$ cat src/rtl/bbm_pkg.sv
package bbm_pkg;
  typedef enum logic [3:0] {
    ST_IDLE,
    ST_HS_ON,
    ST_HS_OFF_DLY,
    ST_WAIT_SW,
    ST_LS_DLY,
    ST_LS_ON,
    ST_LS_FORCED,
    ST_LS_OFF_DLY,
    ST_WAIT_LSG,
    ST_HS_DLY
  } bbm_state_e;
endpackage

$ cat src/rtl/bbm_sync.sv
module bbm_sync #(
  parameter int W      = 3,
  parameter int STAGES = 2
) (
  input  logic         clk,
  input  logic         rst_n,
  input  logic [W-1:0] d_i,
  output logic [W-1:0] q_o
);
  logic [W-1:0] stg [STAGES];

  for (genvar s = 0; s < STAGES; s++) begin : g_stage
    if (s == 0) begin : g_first
      always_ff @(posedge clk or negedge rst_n) begin
        if (!rst_n) stg[s] <= '0;
        else        stg[s] <= d_i;
      end
    end else begin : g_rest
      always_ff @(posedge clk or negedge rst_n) begin
        if (!rst_n) stg[s] <= '0;
        else        stg[s] <= stg[s-1];
      end
    end
  end

  assign q_o = stg[STAGES-1];
endmodule

$ cat src/rtl/bbm_timer.sv
module bbm_timer #(
  parameter int CW = 6
) (
  input  logic          clk,
  input  logic          rst_n,
  input  logic          load_i,
  input  logic [CW-1:0] val_i,
  output logic          done_o
);
  logic [CW-1:0] cnt, cnt_n;
  logic          cen;

  always_comb begin
    cen   = load_i || (cnt != '0);
    cnt_n = load_i ? val_i : cnt - 1'b1;
  end

  always_ff @(posedge clk or negedge rst_n) begin
    if (!rst_n)   cnt <= '0;
    else if (cen) cnt <= cnt_n;
  end

  assign done_o = (cnt == '0);


  tmr_load_chk: assert property (@(posedge clk) disable iff (!rst_n)
    load_i |=> (cnt == $past(val_i)));
endmodule

$ cat src/rtl/bbm_fsm.sv
module bbm_fsm
  import bbm_pkg::*;
#(
  parameter int CW       = 6,
  parameter int PROP_CYC = 2,
  parameter int TMO_CYC  = 40
) (
  input  logic          clk,
  input  logic          rst_n,
  input  logic          pwm_s,
  input  logic          sw_low_s,
  input  logic          lsg_low_s,
  input  logic          shutdown_i,
  input  logic          tristate_i,
  input  logic          tmr_done_i,
  output logic          tmr_load_o,
  output logic [CW-1:0] tmr_val_o,
  output logic          hs_en_o,
  output logic          ls_en_o
);
  localparam logic [CW-1:0] PROP_LD = CW'(PROP_CYC - 1);
  localparam logic [CW-1:0] TMO_LD  = CW'(TMO_CYC - 1);

  bbm_state_e state, state_n;
  logic       block;

  assign block = shutdown_i || tristate_i;

  always_comb begin
    state_n    = state;
    tmr_load_o = 1'b0;
    tmr_val_o  = PROP_LD;
    if (block) begin
      state_n = ST_IDLE;
    end else begin
      unique case (state)
        ST_IDLE: begin
          if (pwm_s) state_n = ST_WAIT_LSG;
          else begin
            state_n = ST_WAIT_SW; tmr_load_o = 1'b1; tmr_val_o = TMO_LD;
          end
        end
        ST_HS_ON: begin
          if (!pwm_s) begin state_n = ST_HS_OFF_DLY; tmr_load_o = 1'b1; end
        end
        ST_HS_OFF_DLY: begin
          if (pwm_s) state_n = ST_HS_ON;
          else if (tmr_done_i) begin
            state_n = ST_WAIT_SW; tmr_load_o = 1'b1; tmr_val_o = TMO_LD;
          end
        end
        ST_WAIT_SW: begin
          if (pwm_s) state_n = ST_WAIT_LSG;
          else if (sw_low_s) begin state_n = ST_LS_DLY; tmr_load_o = 1'b1; end
          else if (tmr_done_i) state_n = ST_LS_FORCED;
        end
        ST_LS_DLY: begin
          if (pwm_s) state_n = ST_WAIT_LSG;
          else if (tmr_done_i) state_n = ST_LS_ON;
        end
        ST_LS_ON, ST_LS_FORCED: begin
          if (pwm_s) begin state_n = ST_LS_OFF_DLY; tmr_load_o = 1'b1; end
        end
        ST_LS_OFF_DLY: begin
          if (!pwm_s) state_n = ST_LS_ON;
          else if (tmr_done_i) state_n = ST_WAIT_LSG;
        end
        ST_WAIT_LSG: begin
          if (!pwm_s) begin
            state_n = ST_WAIT_SW; tmr_load_o = 1'b1; tmr_val_o = TMO_LD;
          end else if (lsg_low_s) begin
            state_n = ST_HS_DLY; tmr_load_o = 1'b1;
          end
        end
        ST_HS_DLY: begin
          if (!pwm_s) begin
            state_n = ST_WAIT_SW; tmr_load_o = 1'b1; tmr_val_o = TMO_LD;
          end else if (tmr_done_i) state_n = ST_HS_ON;
        end
        default: state_n = ST_IDLE;
      endcase
    end
  end

  always_ff @(posedge clk or negedge rst_n) begin
    if (!rst_n) state <= ST_IDLE;
    else        state <= state_n;
  end

  assign hs_en_o = (state == ST_HS_ON) || (state == ST_HS_OFF_DLY);
  assign ls_en_o = (state == ST_LS_ON) || (state == ST_LS_FORCED) ||
                   (state == ST_LS_OFF_DLY);


  no_overlap_chk: assert property (@(posedge clk) disable iff (!rst_n)
    !(hs_en_o && ls_en_o));

  shutdown_off_chk: assert property (@(posedge clk) disable iff (!rst_n)
    shutdown_i |=> (!hs_en_o && !ls_en_o));

  tristate_off_chk: assert property (@(posedge clk) disable iff (!rst_n)
    tristate_i |=> (!hs_en_o && !ls_en_o));

  hs_rise_gap_chk: assert property (@(posedge clk) disable iff (!rst_n)
    $rose(hs_en_o) |-> (!$past(ls_en_o) && !$past(ls_en_o, 2)));

  ls_rise_gap_chk: assert property (@(posedge clk) disable iff (!rst_n)
    $rose(ls_en_o) |-> (!$past(hs_en_o) && !$past(hs_en_o, 2)));

  forced_hold_chk: assert property (@(posedge clk) disable iff (!rst_n)
    (state == ST_LS_FORCED && !pwm_s && !block) |=> ls_en_o);
endmodule

$ cat src/rtl/bbm_gate_sequencer.sv
module bbm_gate_sequencer #(
  parameter int PROP_CYC    = 2,
  parameter int TMO_CYC     = 40,
  parameter int SYNC_STAGES = 2
) (
  input  logic clk,
  input  logic rst_n,
  input  logic pwm_i,
  input  logic shutdown_i,
  input  logic tristate_i,
  input  logic sw_low_i,
  input  logic lsg_low_i,
  output logic hs_en_o,
  output logic ls_en_o
);
  localparam int MAXV = (TMO_CYC > PROP_CYC) ? TMO_CYC : PROP_CYC;
  localparam int CW   = $clog2(MAXV + 1);

  logic [2:0]    raw, synced;
  logic          tmr_load, tmr_done;
  logic [CW-1:0] tmr_val;

  assign raw = {pwm_i, sw_low_i, lsg_low_i};

  bbm_sync #(.W(3), .STAGES(SYNC_STAGES)) u_sync (
    .clk(clk), .rst_n(rst_n), .d_i(raw), .q_o(synced)
  );

  bbm_timer #(.CW(CW)) u_timer (
    .clk(clk), .rst_n(rst_n), .load_i(tmr_load), .val_i(tmr_val),
    .done_o(tmr_done)
  );

  bbm_fsm #(.CW(CW), .PROP_CYC(PROP_CYC), .TMO_CYC(TMO_CYC)) u_fsm (
    .clk(clk), .rst_n(rst_n),
    .pwm_s(synced[2]), .sw_low_s(synced[1]), .lsg_low_s(synced[0]),
    .shutdown_i(shutdown_i), .tristate_i(tristate_i),
    .tmr_done_i(tmr_done), .tmr_load_o(tmr_load), .tmr_val_o(tmr_val),
    .hs_en_o(hs_en_o), .ls_en_o(ls_en_o)
  );
endmodule

$ cat config.mk
export PLATFORM = sky130hd
export DESIGN_NAME = bbm_gate_sequencer
export DESIGN_NICKNAME = d
export VERILOG_FILES = /design/src/rtl/bbm_pkg.sv /design/src/rtl/bbm_sync.sv /design/src/rtl/bbm_timer.sv /design/src/rtl/bbm_fsm.sv /design/src/rtl/bbm_gate_sequencer.sv
export SDC_FILE = /design/constraint.sdc
export NUM_CORES = 1
export LEC_CHECK = 0
export ABC_AREA = 1
export ABC_CLOCK_PERIOD_IN_PS = 1300
export CAP_MARGIN = 20
export CORE_UTILIZATION = 50
export DETAILED_ROUTE_END_ITERATION = 10
export PLACE_DENSITY = 0.73
export SLEW_MARGIN = 10
export SYNTH_ARGS = -nofsm -noshare
export SYNTH_HDL_FRONTEND = slang
export SYNTH_SLANG_ARGS = --single-unit
$ cat constraint.sdc
create_clock -name clk -period 1.3 [get_ports clk]
set_input_delay 0.13 -clock clk [delete_from_list [all_inputs] [get_ports clk]]
set_output_delay 0.13 -clock clk [all_outputs]
set_load 0.005 [all_outputs]
-- Word-level counts from Yosys, hierarchy flattened
Index checks and enable logic that the tools add are counted.
- bits in registers: 16
- input port bits: 7
- output and inout bits: 2
- word-level logic and storage cells: 68
- $add $sub $neg: 1
- equality and inequality tests: 17
- multiplexer cells: 34
- reductions and logical operators: 12
- operators by type and width (operator ; number):
    $mux 4 ; 17
    $pmux 4 s9 ; 1
    $mux 6 ; 5
    $ne 4x3->1 const B ; 5
    $eq 4x3->1 const B ; 4
    $pmux 6 s2 ; 1
    $mux 1 ; 9
    $eq 4x2->1 const B ; 2
    $eq 4x4->1 const B ; 2
    $reduce_and 8->1 ; 1
    $logic_not 6->1 ; 1
    $ne 3x2->1 const B ; 2
    $reduce_bool 6->1 ; 1
    $reduce_or 3->1 ; 2
    $sub 6x1->6 const B ; 1
    $logic_or 1x1->1 ; 5
    $ne 5x4->1 const B ; 1
    $pmux 1 s5 ; 1
    $eq 4x1->1 const B ; 1
    $logic_not 4->1 ; 1
    $reduce_or 2->1 ; 1

-- Depth between registers and ports, before layout
- depth after elaboration: 6
- depth in mapped cells: 12
- gate-level depth less buffers: 12

-- Hierarchy
From an unflattened synthesis, not the netlist that was laid out.
- cell total of the unflattened synthesis: 191
- area, all modules: 1239.9 µm²
- by module, submodules not included (module ; times used ; cells an instance ; area an instance (µm²) ; sequential area each (µm²)):
    bbm_fsm ; 1 ; 127 ; 654.4 ; 100.1
    bbm_timer ; 1 ; 55 ; 412.9 ; 150.1
    bbm_sync ; 1 ; 9 ; 172.7 ; 150.1

-- Least setup slack after synthesis
Ideal clock, no wire load.
- kind: flip-flop to flip-flop
- start: reg u_timer.cnt[0]
- end: reg u_fsm.state[3]
- setup time: 0.118 ns
- arrival: 1.283 ns
- slack: -0.101 ns
- cell stages (with the launch flop): 10
- buffers on the path: 0
- clock period less this slack: 1.401 ns
- cells stage by stage: dfrtp_1 -> inv_1 -> ha_1 -> nand3_4 -> clkinv_2 -> nand2_1 -> a21oi_2 -> nand2_4 -> nand3_1 -> nand2_1
- word-level cells in the longest chain between the ends: 3
- ends and longest elaborated chain (item ; line ; RTL):
    start: declaration ; bbm_timer.sv:10 ; logic [CW-1:0] cnt, cnt_n;
    start signal: assignment ; bbm_timer.sv:20 ; else if (cen) cnt <= cnt_n;
    $logic_not 6->1 (*) ; bbm_timer.sv:23 ; assign done_o = (cnt == '0);
    $ne 5x4->1 (no source line) or $ne 4x3->1 (tied branches) ; - ;
    $reduce_and 8->1 (no source line) (*) ; - ;
    end signal: assignment ; bbm_fsm.sv:87 ; else state <= state_n;
    end: declaration ; bbm_fsm.sv:24 ; bbm_state_e state, state_n;
Every way passes the cells marked *; elsewhere a longest branch is shown, timed or not.
A chain may end at the register's enable or synchronous reset.

-- Final worst setup path
- start: reg u_fsm.state[3]
- end: reg u_timer.cnt[1]
- word-level cells in the longest chain between the ends: 5
- ends and longest elaborated chain (item ; line ; RTL):
    $eq 4x4->1, or another cell as far along ; bbm_fsm.sv:36 ; unique case (state)
    $reduce_or 3->1 (no source line) or $reduce_or 2->1 (tied branches) ; - ;
    $pmux 1 s5 or $pmux 6 s2 (tied branches) ; bbm_fsm.sv:36 ;
    $mux 1 or $mux 6 (tied branches) ; bbm_fsm.sv:33 ; if (block) begin
    $mux 6 or $logic_or 1x1->1 (tied branches) ; bbm_timer.sv:15, bbm_timer.sv:14 ;
Parallel ways exist; a longest one is shown, timed or not.

==> results_dict.tcl <==
set metrics [dict create \
    rsz0062_at_grt "yes" \
    n_fill_cell 94 \
    hpwl_mm 1.90 \
    die_w_um 47.8 \
    cap_violations 0 \
    drt_iter0_drc 53 \
    worstPathRequired_ps 1500 \
    numCtsBuffers 3 \
    num_vias 1246 \
    finalNonFillerCells 224 \
    finalWorstSetupSlack_ps -276 \
    ys.warnings.count 0 \
    die-height_um 47.8 \
    fin_util_pct 89.6 \
    gp_congestion 0.882 \
    drc 0 \
    wl_met2_mm 1.74 \
    grt_max_degree 17 \
    io_buffers 8 \
    critPathLaunchType "register" \
    slowest_delay_ps 430 \
    synth-seq-cells 16 \
    slowest_stage "dfrtp_2" \
    setup_viol 12 \
    holdWs_ps 139 \
    worst_pin_slew_ps 315 \
    synth_area_sq_um 1050 \
    layout.nets 208 \
    totalWireLength_mm 3.84 \
    status "finished, violations left" \
    layout_common_cells "buf_4 (36), nand2_1 (30), nand2_2 (13)" \
    synth.area.top_cells "dfrtp_1 (38%), nand2_1 (15%), nor2_2 (5.4%), nand3_1 (5.2%), nor2_1 (5.0%)" \
    synth_cell_types 26 \
    dp_cells 205 \
    p_leak_nw 0.875 \
    ys_seq_area_share_pct 38.1 \
    antenna_found_initial 0 \
    crit_path_max_fanout 6 \
    final_common_cell "buf_4" \
    avgRoutedWirePerCell_um 17.2 \
    grt_use_total_pct 32.3 \
    max_slew_margin_pct 79.0 \
    met1_length_mm 1.48 \
    drt_first_pass_iters 5 \
    avgSynthCellArea_sq_um 7.45 \
    top_layer_used "met4" \
    vias_per_cell 5.56 \
    path_cells "buf_6 > buf_6 > nor2_4 > nand3_1 > nand2_1 > inv_1 > nand2_4 > nand2_4 > nand2_1 > nand2_1 > nand2_1 > inv_1" \
    critical_path.top_delay_family "simple AND/OR/NAND/NOR gates" \
    coreArea_sq_um 1960 \
    synth_cells 141 \
    io_pins 9 \
    violations "negative setup slack" \
    cts.clk_slew.worst_paths_ps 90 \
    post-route-period-util_pct 121 \
    reg2reg_slack_ps -280 \
    arrival_ps 1780 \
    dpl_cell_area_sq_um 1420 \
    start_util_pct 53.6 \
    slew_violations 0 \
    grt_pass1_wl_mm 4.86 \
    fin_crit_ps 1580 \
    cts.path.max_buffers 2 \
    clock_latency_ps 290 \
    cp.buffers_inverters 4 \
    core.rowCount 16 \
    hp-class "in -> async" \
    vdd_drop_max_mv 1.46 \
    worstSetupPathType "reg -> reg" \
    final.setup_skew_ps 6.23 \
    hold_buffers 0 \
    clock-sinks 16 \
    yosysTopAreaCell "dfrtp_1" \
    clock.fmax_ghz 0.635 \
    antennaDiodeCount 0 \
    grt.overflow.total 0 \
    crit_path_frequent_cell "nand2_1" \
    power_density_nw_per_um2 1280 \
    cts_tree "yes" \
    syn2layout_area_growth_pct 67.3 \
    critPathCaptureType "register" \
    htree_num_levels 1 \
    dieArea_sq_um 2290 \
    cts_root_buf "clkbuf_4" \
    yosysTopAreaCellShare_pct 38.1 \
    wl_met3_um 407 \
    ant_nets 0 \
    drive_gt1_share_pct 57.9 \
    grt_pass1_vias 1082 \
    syn-num-nets 150 \
    final_hold_viol_count 0 \
    final_cell_area_sq_um 1760 \
]
## cells by family after synthesis
| kind of cell | Yosys count | synth area share [%] |
|---|---|---|
| AOI/OAI and AO/OA | 13 | 6.90 |
| xor gates and xnor gates | 3 | 2.50 |
| adders and majority gates | 2 | 2.38 |
| buffers and inverters | 16 | 6.55 |
| DFF | 16 | 38.1 |
| and+or+nand+nor | 91 | 43.6 |
## metrics by stage
step | total power, W | worst slack [ps] | TNS (ps)
4_1_cts | 0.00210 | -186 | -1540
5_1_grt | 0.00240 | -392 | -3360
2_1_floorplan | 0.00129 | -36.4 | -173
6_report | 0.00226 | -276 | -2310
3_3_place_gp | 0.00170 | -143 | -953
3_5_place_dp | 0.00174 | -183 | -1450
## cells in the mapped netlist, drive strengths merged
cell type,n
clkinv,1
nand4,1
nor2,24
nor3,3
ha,2
a21boi,1
a31oi,1
nand3,14
inv,14
xor2,1
buf,1
xnor2,2
a21oi,7
dfrtp,16
nand2,49
o21ai,4
## sequential cells by signal (all words and copies together), names as in the netlist
signal / flops
u_fsm.state: 4
u_sync.stg: 3
u_sync.q_o: 3
u_timer.cnt: 6
## final timing paths
path / from / to / depth (start not counted)
min in group clk: pwm_i / u_sync.stg[5] / 1
max reg2reg: u_fsm.state[3] / u_timer.cnt[1] / 12
min: rst_n / u_timer.cnt[0] / 2
max: u_fsm.state[3] / u_timer.cnt[1] / 12
min reg2reg: u_sync.stg[3] / u_sync.q_o[0] / 0
max in group asynchronous: rst_n / u_fsm.state[3] / 2
## cell type report
class / instances / area, sq um / share of cell area, %
Tap cell: 27 / 33.8 / 1.92
Clock buffer: 3 / 22.5 / 1.28
Multi-Input combinational cell: 109 / 772 / 43.9
Sequential cell: 16 / 405 / 23.1
Timing Repair Buffer: 54 / 453 / 25.8
Inverter: 15 / 71.3 / 4.06
## per-layer routing
layer  vias up  global-route usage, %
li1        559                      -
met1       571                   39.3
met2        87                   52.7
met3        29                   8.30
met4         0                   16.7
met5         -                      0
## repair_timing
action | CTS | global route
setup endpoints to repair | 12 | 12
resized for setup | 52 | 17
buffers inserted | 15 | 3
pin swaps | 18 | 17
## where the power goes
group | internal [W] | switching, W | total, W
Sequential | 0.000609 | 0.0000910 | 0.000700
Combinational | 0.000624 | 0.000671 | 0.00129
Clock | 0.000108 | 0.000153 | 0.000261
No activity file was read; power rests on OpenSTA's default activity.
